**config.mk**
```make
export PLATFORM = sky130hd
export DESIGN_NAME = npc_unit
export DESIGN_NICKNAME = d
export VERILOG_FILES = /design/src/rtl/npc_pkg.sv /design/src/rtl/npc_imm_ext.sv /design/src/rtl/npc_target_gen.sv /design/src/rtl/npc_sel.sv /design/src/rtl/npc_pc_reg.sv /design/src/rtl/npc_unit.sv
export SDC_FILE = /design/constraint.sdc
export NUM_CORES = 1
export LEC_CHECK = 0
export BUFFER_PORTS_ARGS = -buffer_cell sky130_fd_sc_hd__buf_4
export CORE_MARGIN = 10
export CORE_UTILIZATION = 50
export CTS_CLUSTER_DIAMETER = 80
export CTS_CLUSTER_SIZE = 14
export DETAILED_ROUTE_END_ITERATION = 10
export GPL_TIMING_DRIVEN = 0
export PLACE_DENSITY = 0.86
export SYNTH_ARGS = -nofsm -noshare
export SYNTH_HDL_FRONTEND = slang
export SYNTH_SLANG_ARGS = --single-unit
export TNS_END_PERCENT = 100
```
**constraint.sdc**
```tcl
create_clock -name clk -period 7.4 [get_ports clk]
set_input_delay 0.74 -clock clk [delete_from_list [all_inputs] [get_ports clk]]
set_output_delay 0.74 -clock clk [all_outputs]
set_load 0.01 [all_outputs]
```
**src/rtl/npc_pkg.sv**
```systemverilog
package npc_pkg;
  typedef enum logic {
    SRC_STEP  = 1'b0,
    SRC_TAKEN = 1'b1
  } src_lvl1_e;

  typedef enum logic {
    TGT_PCREL = 1'b0,
    TGT_REG   = 1'b1
  } src_lvl2_e;
endpackage

```
**src/rtl/npc_imm_ext.sv**
```systemverilog
module npc_imm_ext #(
  parameter int IN_W  = 16,
  parameter int OUT_W = 32
) (
  input  logic [IN_W-1:0]  field_i,
  output logic [OUT_W-1:0] value_o
);
  localparam int PAD_W = OUT_W - IN_W;

  generate
    if (PAD_W > 0) begin : g_pad
      assign value_o = {{PAD_W{field_i[IN_W-1]}}, field_i};
    end else begin : g_nopad
      assign value_o = field_i[OUT_W-1:0];
    end
  endgenerate
endmodule

```
**src/rtl/npc_target_gen.sv**
```systemverilog
module npc_target_gen #(
  parameter int XLEN     = 32,
  parameter int INSTR_W  = 32,
  parameter int BR_IMM_W = 16,
  parameter int J_IMM_W  = 26,
  parameter int STEP     = 4
) (
  input  logic [XLEN-1:0]    pc_i,
  input  logic [INSTR_W-1:0] instr_i,
  input  logic               long_off_i,
  output logic [XLEN-1:0]    step_o,
  output logic [XLEN-1:0]    rel_o
);
  localparam logic [XLEN-1:0] STEP_V = XLEN'(STEP);

  logic [XLEN-1:0] br_off;
  logic [XLEN-1:0] j_off;
  logic [XLEN-1:0] off_sel;

  npc_imm_ext #(.IN_W(BR_IMM_W), .OUT_W(XLEN)) u_br_ext (
    .field_i (instr_i[BR_IMM_W-1:0]),
    .value_o (br_off)
  );

  npc_imm_ext #(.IN_W(J_IMM_W), .OUT_W(XLEN)) u_j_ext (
    .field_i (instr_i[J_IMM_W-1:0]),
    .value_o (j_off)
  );

  always_comb begin
    off_sel = long_off_i ? j_off : br_off;
    step_o  = pc_i + STEP_V;
    rel_o   = step_o + off_sel;
  end
endmodule

```
**src/rtl/npc_sel.sv**
```systemverilog
module npc_sel
  import npc_pkg::*;
#(
  parameter int XLEN = 32
) (
  input  logic            jump_i,
  input  logic            branch_i,
  input  logic            zero_i,
  input  logic            indirect_i,
  input  logic [XLEN-1:0] step_i,
  input  logic [XLEN-1:0] rel_i,
  input  logic [XLEN-1:0] reg_i,
  output logic [XLEN-1:0] next_o
);
  src_lvl1_e lvl1;
  src_lvl2_e lvl2;
  logic [XLEN-1:0] taken_tgt;

  always_comb begin
    lvl1 = (jump_i || (branch_i && zero_i)) ? SRC_TAKEN : SRC_STEP;
    lvl2 = indirect_i ? TGT_REG : TGT_PCREL;
    taken_tgt = (lvl2 == TGT_REG) ? reg_i : rel_i;
    next_o = (lvl1 == SRC_TAKEN) ? taken_tgt : step_i;
  end
endmodule

```
**src/rtl/npc_pc_reg.sv**
```systemverilog
module npc_pc_reg #(
  parameter int              XLEN     = 32,
  parameter logic [XLEN-1:0] RESET_PC = '0
) (
  input  logic            clk,
  input  logic            rst,
  input  logic [XLEN-1:0] d_i,
  output logic [XLEN-1:0] q_o
);
  always_ff @(posedge clk) begin
    if (rst) q_o <= RESET_PC;
    else     q_o <= d_i;
  end
endmodule

```
**src/rtl/npc_unit.sv**
```systemverilog
module npc_unit #(
  parameter int XLEN     = 32,
  parameter int INSTR_W  = 32,
  parameter int BR_IMM_W = 16,
  parameter int J_IMM_W  = 26,
  parameter int STEP     = 4,
  parameter int REG_AW   = 5,
  parameter int LINK_REG = 31
) (
  input  logic               clk,
  input  logic               rst,
  input  logic [INSTR_W-1:0] instr,
  input  logic [XLEN-1:0]    rs1_val,
  input  logic               zero_flag,
  input  logic               jump_en,
  input  logic               branch_en,
  input  logic               sel_indirect,
  input  logic               link_en,
  output logic [XLEN-1:0]    pc,
  output logic [XLEN-1:0]    next_pc,
  output logic [XLEN-1:0]    link_val,
  output logic [REG_AW-1:0]  link_dest,
  output logic               link_we
);
  localparam logic [XLEN-1:0]   RESET_PC = '0;
  localparam logic [REG_AW-1:0] LINK_ID  = REG_AW'(LINK_REG);
  localparam logic [XLEN-1:0]   STEP_V   = XLEN'(STEP);

  logic [XLEN-1:0] step_addr;
  logic [XLEN-1:0] rel_addr;

  npc_target_gen #(
    .XLEN(XLEN), .INSTR_W(INSTR_W), .BR_IMM_W(BR_IMM_W),
    .J_IMM_W(J_IMM_W), .STEP(STEP)
  ) u_tgt (
    .pc_i       (pc),
    .instr_i    (instr),
    .long_off_i (jump_en),
    .step_o     (step_addr),
    .rel_o      (rel_addr)
  );

  npc_sel #(.XLEN(XLEN)) u_sel (
    .jump_i     (jump_en),
    .branch_i   (branch_en),
    .zero_i     (zero_flag),
    .indirect_i (sel_indirect),
    .step_i     (step_addr),
    .rel_i      (rel_addr),
    .reg_i      (rs1_val),
    .next_o     (next_pc)
  );

  npc_pc_reg #(.XLEN(XLEN), .RESET_PC(RESET_PC)) u_pc (
    .clk (clk),
    .rst (rst),
    .d_i (next_pc),
    .q_o (pc)
  );

  assign link_val  = step_addr;
  assign link_dest = LINK_ID;
  assign link_we   = link_en & jump_en;

  // Assertions
  assert_reset_pc_R1: assert property (@(posedge clk)
    rst |=> (pc == RESET_PC));

  assert_step_R2: assert property (@(posedge clk) disable iff (rst)
    (!jump_en && !branch_en) |=> (pc == $past(pc) + STEP_V));

  assert_fallthru_R4: assert property (@(posedge clk) disable iff (rst)
    (branch_en && !jump_en && !zero_flag) |=> (pc == $past(pc) + STEP_V));

  assert_indirect_R6: assert property (@(posedge clk) disable iff (rst)
    (jump_en && sel_indirect) |=> (pc == $past(rs1_val)));

  assert_link_gate_R7: assert property (@(posedge clk) disable iff (rst)
    link_we |-> jump_en);

  assert_preview_R9: assert property (@(posedge clk) disable iff (rst)
    1'b1 |=> (pc == $past(next_pc)));
endmodule

```
==> results of run 1 <==
[worst max-delay path by stage]
stage               slack (ns)           to  depth (start not counted)
detailed placement        1.93  next_pc[31]                         18
global route              1.16  next_pc[31]                         18
finish                    1.47  next_pc[31]                         18
global placement          2.02  next_pc[31]                         18
CTS                       1.58  next_pc[31]                         18
floorplan                 2.61  next_pc[24]                         15
[cells in the final DEF, fill, tap and decap left out, types with 3 or more instances in the layout]
cell type and instances:
nor2_1 58, o211ai_1 5, or3_1 3, a21o_1 16
conb_1 5, o21a_1 3, nor2b_1 22, dfxtp_1 32
ha_1 32, buf_4 166, nor3_1 10, a31oi_1 9
or2_2 3, inv_1 16, nand2_1 55, nand4_1 9
nand2b_1 5, xor2_1 23, a31o_2 3, nand3_1 12
nor3b_1 3, a22oi_1 7, o21bai_1 3, nor4_1 3
clkbuf_8 6, and3_1 5, o21ai_0 18, xnor2_1 36
mux2i_1 14, a21oi_1 56, clkbuf_1 21, nand3_2 3
nand3b_1 3, a211oi_1 6
[cell families after synthesis]
logic type / synth area share, %
adders and majority gates: 11.3
buffers and inverters: 4.87
muxes: 3.68
and+or+nand+nor: 26.1
DFF: 15.6
other: 0.0912
AOI/OAI and AO/OA: 24.4
xor gates and xnor gates: 14.1
[synth_stat cells, types with 5 or more instances]
library cell and n:
a21oi_1 56, a211oi_1 6, ha_1 32, buf_4 7
a22oi_1 7, nand3_1 12, clkbuf_1 21, o211ai_1 5
xor2_1 23, nor2b_1 22, inv_1 16, dfxtp_1 32
a31oi_1 9, nand4_1 9, mux2i_1 14, o21ai_0 18
a21o_1 16, xnor2_1 36, nand2_1 55, nor2_1 58
and3_1 5, nor3_1 10, nand2b_1 5
[where the power goes]
part | internal (W) | switching (W)
logic | 0.000262 | 0.000298
registers | 0.000192 | 0.0000320
clock network | 0.0000755 | 0.0000823
[worst max-delay path, delay by kind of cell, from the launching register on]
kind | cells | cell delay (ns)
and+or+nand+nor | 6 | 2.00
AOI/OAI and AO/OA | 7 | 1.25
xor gates and xnor gates | 1 | 0.30
muxes | 1 | 0.12
adders and majority gates | 2 | 0.60
buffers and inverters | 1 | 0.13
DFF | 1 | 0.47
[routing by layer]
metal	track usage, %	routed length (µm)
met5	0	0
met4	6.25	295
met3	6.49	1470
met2	42.4	7780
met1	28.3	6500
[final cells by class]
type | instances | area (µm²) | area share [%]
Timing Repair Buffer | 159 | 1190 | 21.5
Multi-Input combinational cell | 478 | 3290 | 59.2
Clock buffer | 6 | 82.6 | 1.49
Buffer | 30 | 140 | 2.53
Sequential cell | 32 | 641 | 11.5
Clock inverter | 2 | 15.0 | 0.271
Tap cell | 105 | 131 | 2.37
Inverter | 16 | 60.1 | 1.08
[stage by stage]
stage | hold slack [ns] | power, W | std cells
final | 0.619 | 0.000942 | 828
after global routing | 0.631 | 0.00100 | 828
after CTS | 0.620 | 0.000939 | 828
after detailed placement | 0.683 | 0.000781 | 820
after global placement | 0.644 | 0.000768 | 820
after floorplan | 0.710 | 0.000560 | 556
==> flow_summary.toml, run 1 <==
[outcome]
status = "complete, no violations"

[routing]
drt_iter0_markers = 216
vias = 4881
postRouteAntennaNets = 0
wl_per_cell_um = 19.4
viasPerCell = 5.89
drt_first_pass_iters = 5
routed_wl_mm = 16.0
drc = 0

[timing]
slew-limit-headroom_pct = 42.5
setup_violations = 0
rsz0062_at_grt = "no"
hold_viol = 0
clock.fmax_mhz = 169
worstMarginPinSlew_ns = 0.840
setup_ws_ns = 1.47
finalSetupTns_ns = 0
fin_crit_ns = 5.93
min_period_over_period_pct = 80.1
report.final.slew_viol_count = 0
skew_ns = 0.0141

[clock_network]
cts_setup_buffers = 0
htreeDepth = 2
cts.sinks = 32
cts_resized = 0
cts.path.max_buffers = 2
cts_hold_buffers = 0
worstSkewPairLatency_ns = 0.31
clk_pin_slew_worst_paths_ns = 0.09
clk_root_buffer_cell = "clkbuf_8"
cts_tree = "done"
cts_inserted_buffers = 5

[synthesis]
synth_top_area_cell = "dfxtp_1"
ys_types = 73
synth.area.top_cells = "dfxtp_1 (16%), ha_1 (9.7%), xnor2_1 (7.7%)"
synth-edff-count = 0
ys_warn_count = 0
syn-cell-area_um2 = 4110
ys_ff_latch = 32
synth-async-reset-ratio_pct = 0
syn_inst = 552
synth.top_cell.area_share_pct = 15.6
synth_seq_area_share_pct = 15.6
ys.flop_type = "dfxtp_1"
syn_avg_cell_area_um2 = 7.45

[place]
place_area_um2 = 5450
pre_cts_ws_ns = 1.93
dp_hpwl_mm = 12.9
place_congestion = 0.941
port-buffer-count = 159

[layout]
final_area_um2 = 5550
layout-drive-gt1-share_pct = 27.9
largest_reg_flops = 32
fillers = 748
syn2layout_area_growth_pct = 35.0
fin_nets = 826
num_antenna_cells = 0
top_regs = "u_pc.q_o: 32 flops"
fin_util_pct = 68.6
largest_register = "u_pc.q_o"

[global_route]
grt_max_degree = 14
grt_pass1_vias = 4920
gr-total-overflow = 0
grt.total_usage_pct = 24.2
grt_antenna_before_repair = 0
grt_pass1_wl_mm = 25.2

[die]
io_pins = 173
die_height_um = 111
rows = 33
start_util_pct = 50.8
fp.dieArea_um2 = 12300
die_w_um = 111
core-area_um2 = 8090

[worst_setup_path]
cp.required_ns = 6.66
cp_max_fo = 8
slowest_stage = "nor4_1"
crit_type = "reg2out"
start_kind = "flop"
critical_path.max_stage_delay_ns = 0.51
path_cells = "ha_1 > nand3_2 > nor4_1 > nand2_1 > or3_1 > xnor2_1 > ha_1 > a21o_1 > a21oi_1 > o21bai_1 > a21o_1 > a21oi_1 > mux2i_1 > a31oi_1 > o211ai_1 > or3b_1 > nand3_1 > buf_4"
r2r_end = "u_pc.q_o[31]"
cp-end-kind = "output pin"
reg2reg_slack_ns = 2.54
crit_path_start = "u_pc.q_o[2]"
arrival_ns = 5.19
timing.rr.start = "u_pc.q_o[2]"
r2r_cells = 17

[hold_path]
whs_endpoint = "u_pc.q_o[11]"
hold_path.class = "in2reg"
whs_path_depth = 2
holdCritStartpoint = "rst"

[power]
ir_drop_uv = 106
p_leak_nw = 2.68
powerDensity_nw_per_um2 = 170

[run]
max-cap-violations = 0
Power figures use the tool's default switching activity.
==> run 2: changes to the inputs <==
--- a/config.mk
+++ b/config.mk
@@ -7,12 +7,12 @@
 export LEC_CHECK = 0
 export BUFFER_PORTS_ARGS = -buffer_cell sky130_fd_sc_hd__buf_4
 export CORE_MARGIN = 10
-export CORE_UTILIZATION = 50
+export CORE_UTILIZATION = 45
 export CTS_CLUSTER_DIAMETER = 80
 export CTS_CLUSTER_SIZE = 14
 export DETAILED_ROUTE_END_ITERATION = 10
 export GPL_TIMING_DRIVEN = 0
-export PLACE_DENSITY = 0.86
+export PLACE_DENSITY = 0.82
 export SYNTH_ARGS = -nofsm -noshare
 export SYNTH_HDL_FRONTEND = slang
 export SYNTH_SLANG_ARGS = --single-unit
==> constraint.sdc (replaced) <==
create_clock -name clk -period 5.31 [get_ports clk]
set_input_delay 0.531 -clock clk [delete_from_list [all_inputs] [get_ports clk]]
set_output_delay 0.531 -clock clk [all_outputs]
set_load 0.01 [all_outputs]
==> flow_summary.toml, run 2 (synthesis gave the netlist of run 1 again) <==
[routing]
routed_wl_mm = 16.1
drt_iter0_markers = 345
viasPerCell = 5.75
drt_first_pass_iters = 5
wl_per_cell_um = 19.3
vias = 4805
postRouteAntennaNets = 0
drc = 0

[layout]
largest_reg_flops = 32
layout_common_cells = "buf_4 (171), nor2_1 (57), a21oi_1 (56), nand2_1 (55), xnor2_1 (33)"
fillers = 763
fin_nets = 831
top_regs = "u_pc.q_o: 32 flops"
syn2layout_area_growth_pct = 39.4
layout-drive-gt1-share_pct = 31.2
num_antenna_cells = 0
final_area_um2 = 5730
largest_register = "u_pc.q_o"
multi_input_area_um2 = 3410
fin_util_pct = 65.1
seq_area_um2 = 649
layout_commonest_cell = "buf_4"

[timing]
hold_viol = 0
min_period_over_period_pct = 94.8
report.final.slew_viol_count = 0
fin_crit_ns = 5.04
slew-limit-headroom_pct = 48.6
skew_ns = 0.00382
clock.fmax_mhz = 199
whs_ns = 0.445
setup_violations = 0
worstMarginPinSlew_ns = 0.771

[worst_setup_path]
timing.rr.start = "u_pc.q_o[2]"
slowest_stage = "dfxtp_2"
crit_type = "reg2out"
cp-end-kind = "output pin"
critical_path.max_stage_delay_ns = 0.40
r2r_cells = 14
arrival_ns = 4.51
cp_max_fo = 8
start_kind = "flop"
cp.required_ns = 4.78
r2r_end = "u_pc.q_o[29]"
path_cells = "ha_2 > nand3_4 > xnor2_1 > ha_1 > a21oi_1 > o211ai_1 > and3_1 > a221o_1 > a311o_1 > a41o_2 > o21a_2 > xor2_1 > mux2i_1 > nor2_1 > buf_4"
reg2reg_slack_ns = 1.04

[place]
place_area_um2 = 5460
place_congestion = 0.933
dp_hpwl_mm = 12.9
port-buffer-count = 159

[clock_network]
cts_tree = "done"
cts_inserted_buffers = 5
cts.path.max_buffers = 2
clk_pin_slew_worst_paths_ns = 0.07
cts.sinks = 32
clk_root_buffer_cell = "clkbuf_8"
worstSkewPairLatency_ns = 0.29
htreeDepth = 2

[hold_path]
holdCritStartpoint = "rst"
whs_path_depth = 2
whs_endpoint = "u_pc.q_o[11]"
hold_path.class = "in2reg"

[global_route]
gr-total-overflow = 0
grt_antenna_before_repair = 0
grt_pass1_vias = 4976
grt_max_degree = 14
grt.total_usage_pct = 23.4
grt_pass1_wl_mm = 25.5

[power]
p_leak_nw = 2.78
p_total_w = 0.00136
ir_drop_uv = 136
powerDensity_nw_per_um2 = 237

[die]
die_w_um = 116
core-area_um2 = 8810
io_pins = 173
die_height_um = 116
rows = 34
start_util_pct = 46.7
fp.dieArea_um2 = 13400

[run]
max-cap-violations = 0

[outcome]
status = "complete, no violations"
[run 2: how the worst max path moves through the flow]
| stage | startpoint | to | cells after the start |
|---|---|---|---|
| floorplan | u_pc.q_o[4] | next_pc[24] | 15 |
| detailed placement | u_pc.q_o[2] | next_pc[20] | 18 |
| global placement | u_pc.q_o[2] | next_pc[20] | 18 |
| CTS | u_pc.q_o[2] | next_pc[20] | 18 |
| global route | u_pc.q_o[3] | next_pc[29] | 17 |
| finish | u_pc.q_o[2] | next_pc[25] | 15 |
[run 2: per-layer routing]
metal	wire (µm)	GRT usage [%]
met5	0	0
met4	193	4.14
met3	1780	7.86
met2	7490	39.3
met1	6690	28.6
[run 2: critical path, delay by kind of cell, from the launching register on]
| family | cells | cell delay [ns] |
|---|---|---|
| AOI/OAI and AO/OA | 6 | 1.77 |
| adders and majority gates | 2 | 0.59 |
| xor gates and xnor gates | 2 | 0.50 |
| and+or+nand+nor | 3 | 0.49 |
| DFF | 1 | 0.40 |
| muxes | 1 | 0.30 |
| buffers and inverters | 1 | 0.15 |
[run 2: layout make-up]
cell class                 instances  share of cell area (%)
clock inverter                     2                   0.611
tap                              108                    2.36
buffer                            30                    2.44
timing repair buffer             164                    21.5
inverter                          16                    1.05
clock buffer                       6                    1.27
multi-input combinational        478                    59.5
sequential                        32                    11.3
[run 2: repair_timing]
item                       CTS  global route
resized for setup            4            23
buffers inserted             0             5
setup endpoints to repair    7            12
hold buffers                 0             0
hold endpoints to repair     0             0
pin swaps                    0             3
[run 2: per-stage QoR]
step / setup slack, ns / TNS [ns] / instances
6_report: 0.274 / 0 / 836
5_1_grt: -0.0217 / -0.0217 / 836
4_1_cts: 0.0290 / 0 / 831
3_5_place_dp: -0.0573 / -0.0573 / 823
3_3_place_gp: 0.125 / 0 / 823
2_1_floorplan: 0.727 / 0 / 556
[run 2: where the power goes]
| group | total [W] | switching [W] | leakage [nW] | internal, W |
|---|---|---|---|---|
| Combinational | 0.000800 | 0.000424 | 2.45 | 0.000376 |
| Sequential | 0.000316 | 0.0000470 | 0.268 | 0.000269 |
| Clock | 0.000243 | 0.000103 | 0.0552 | 0.000139 |
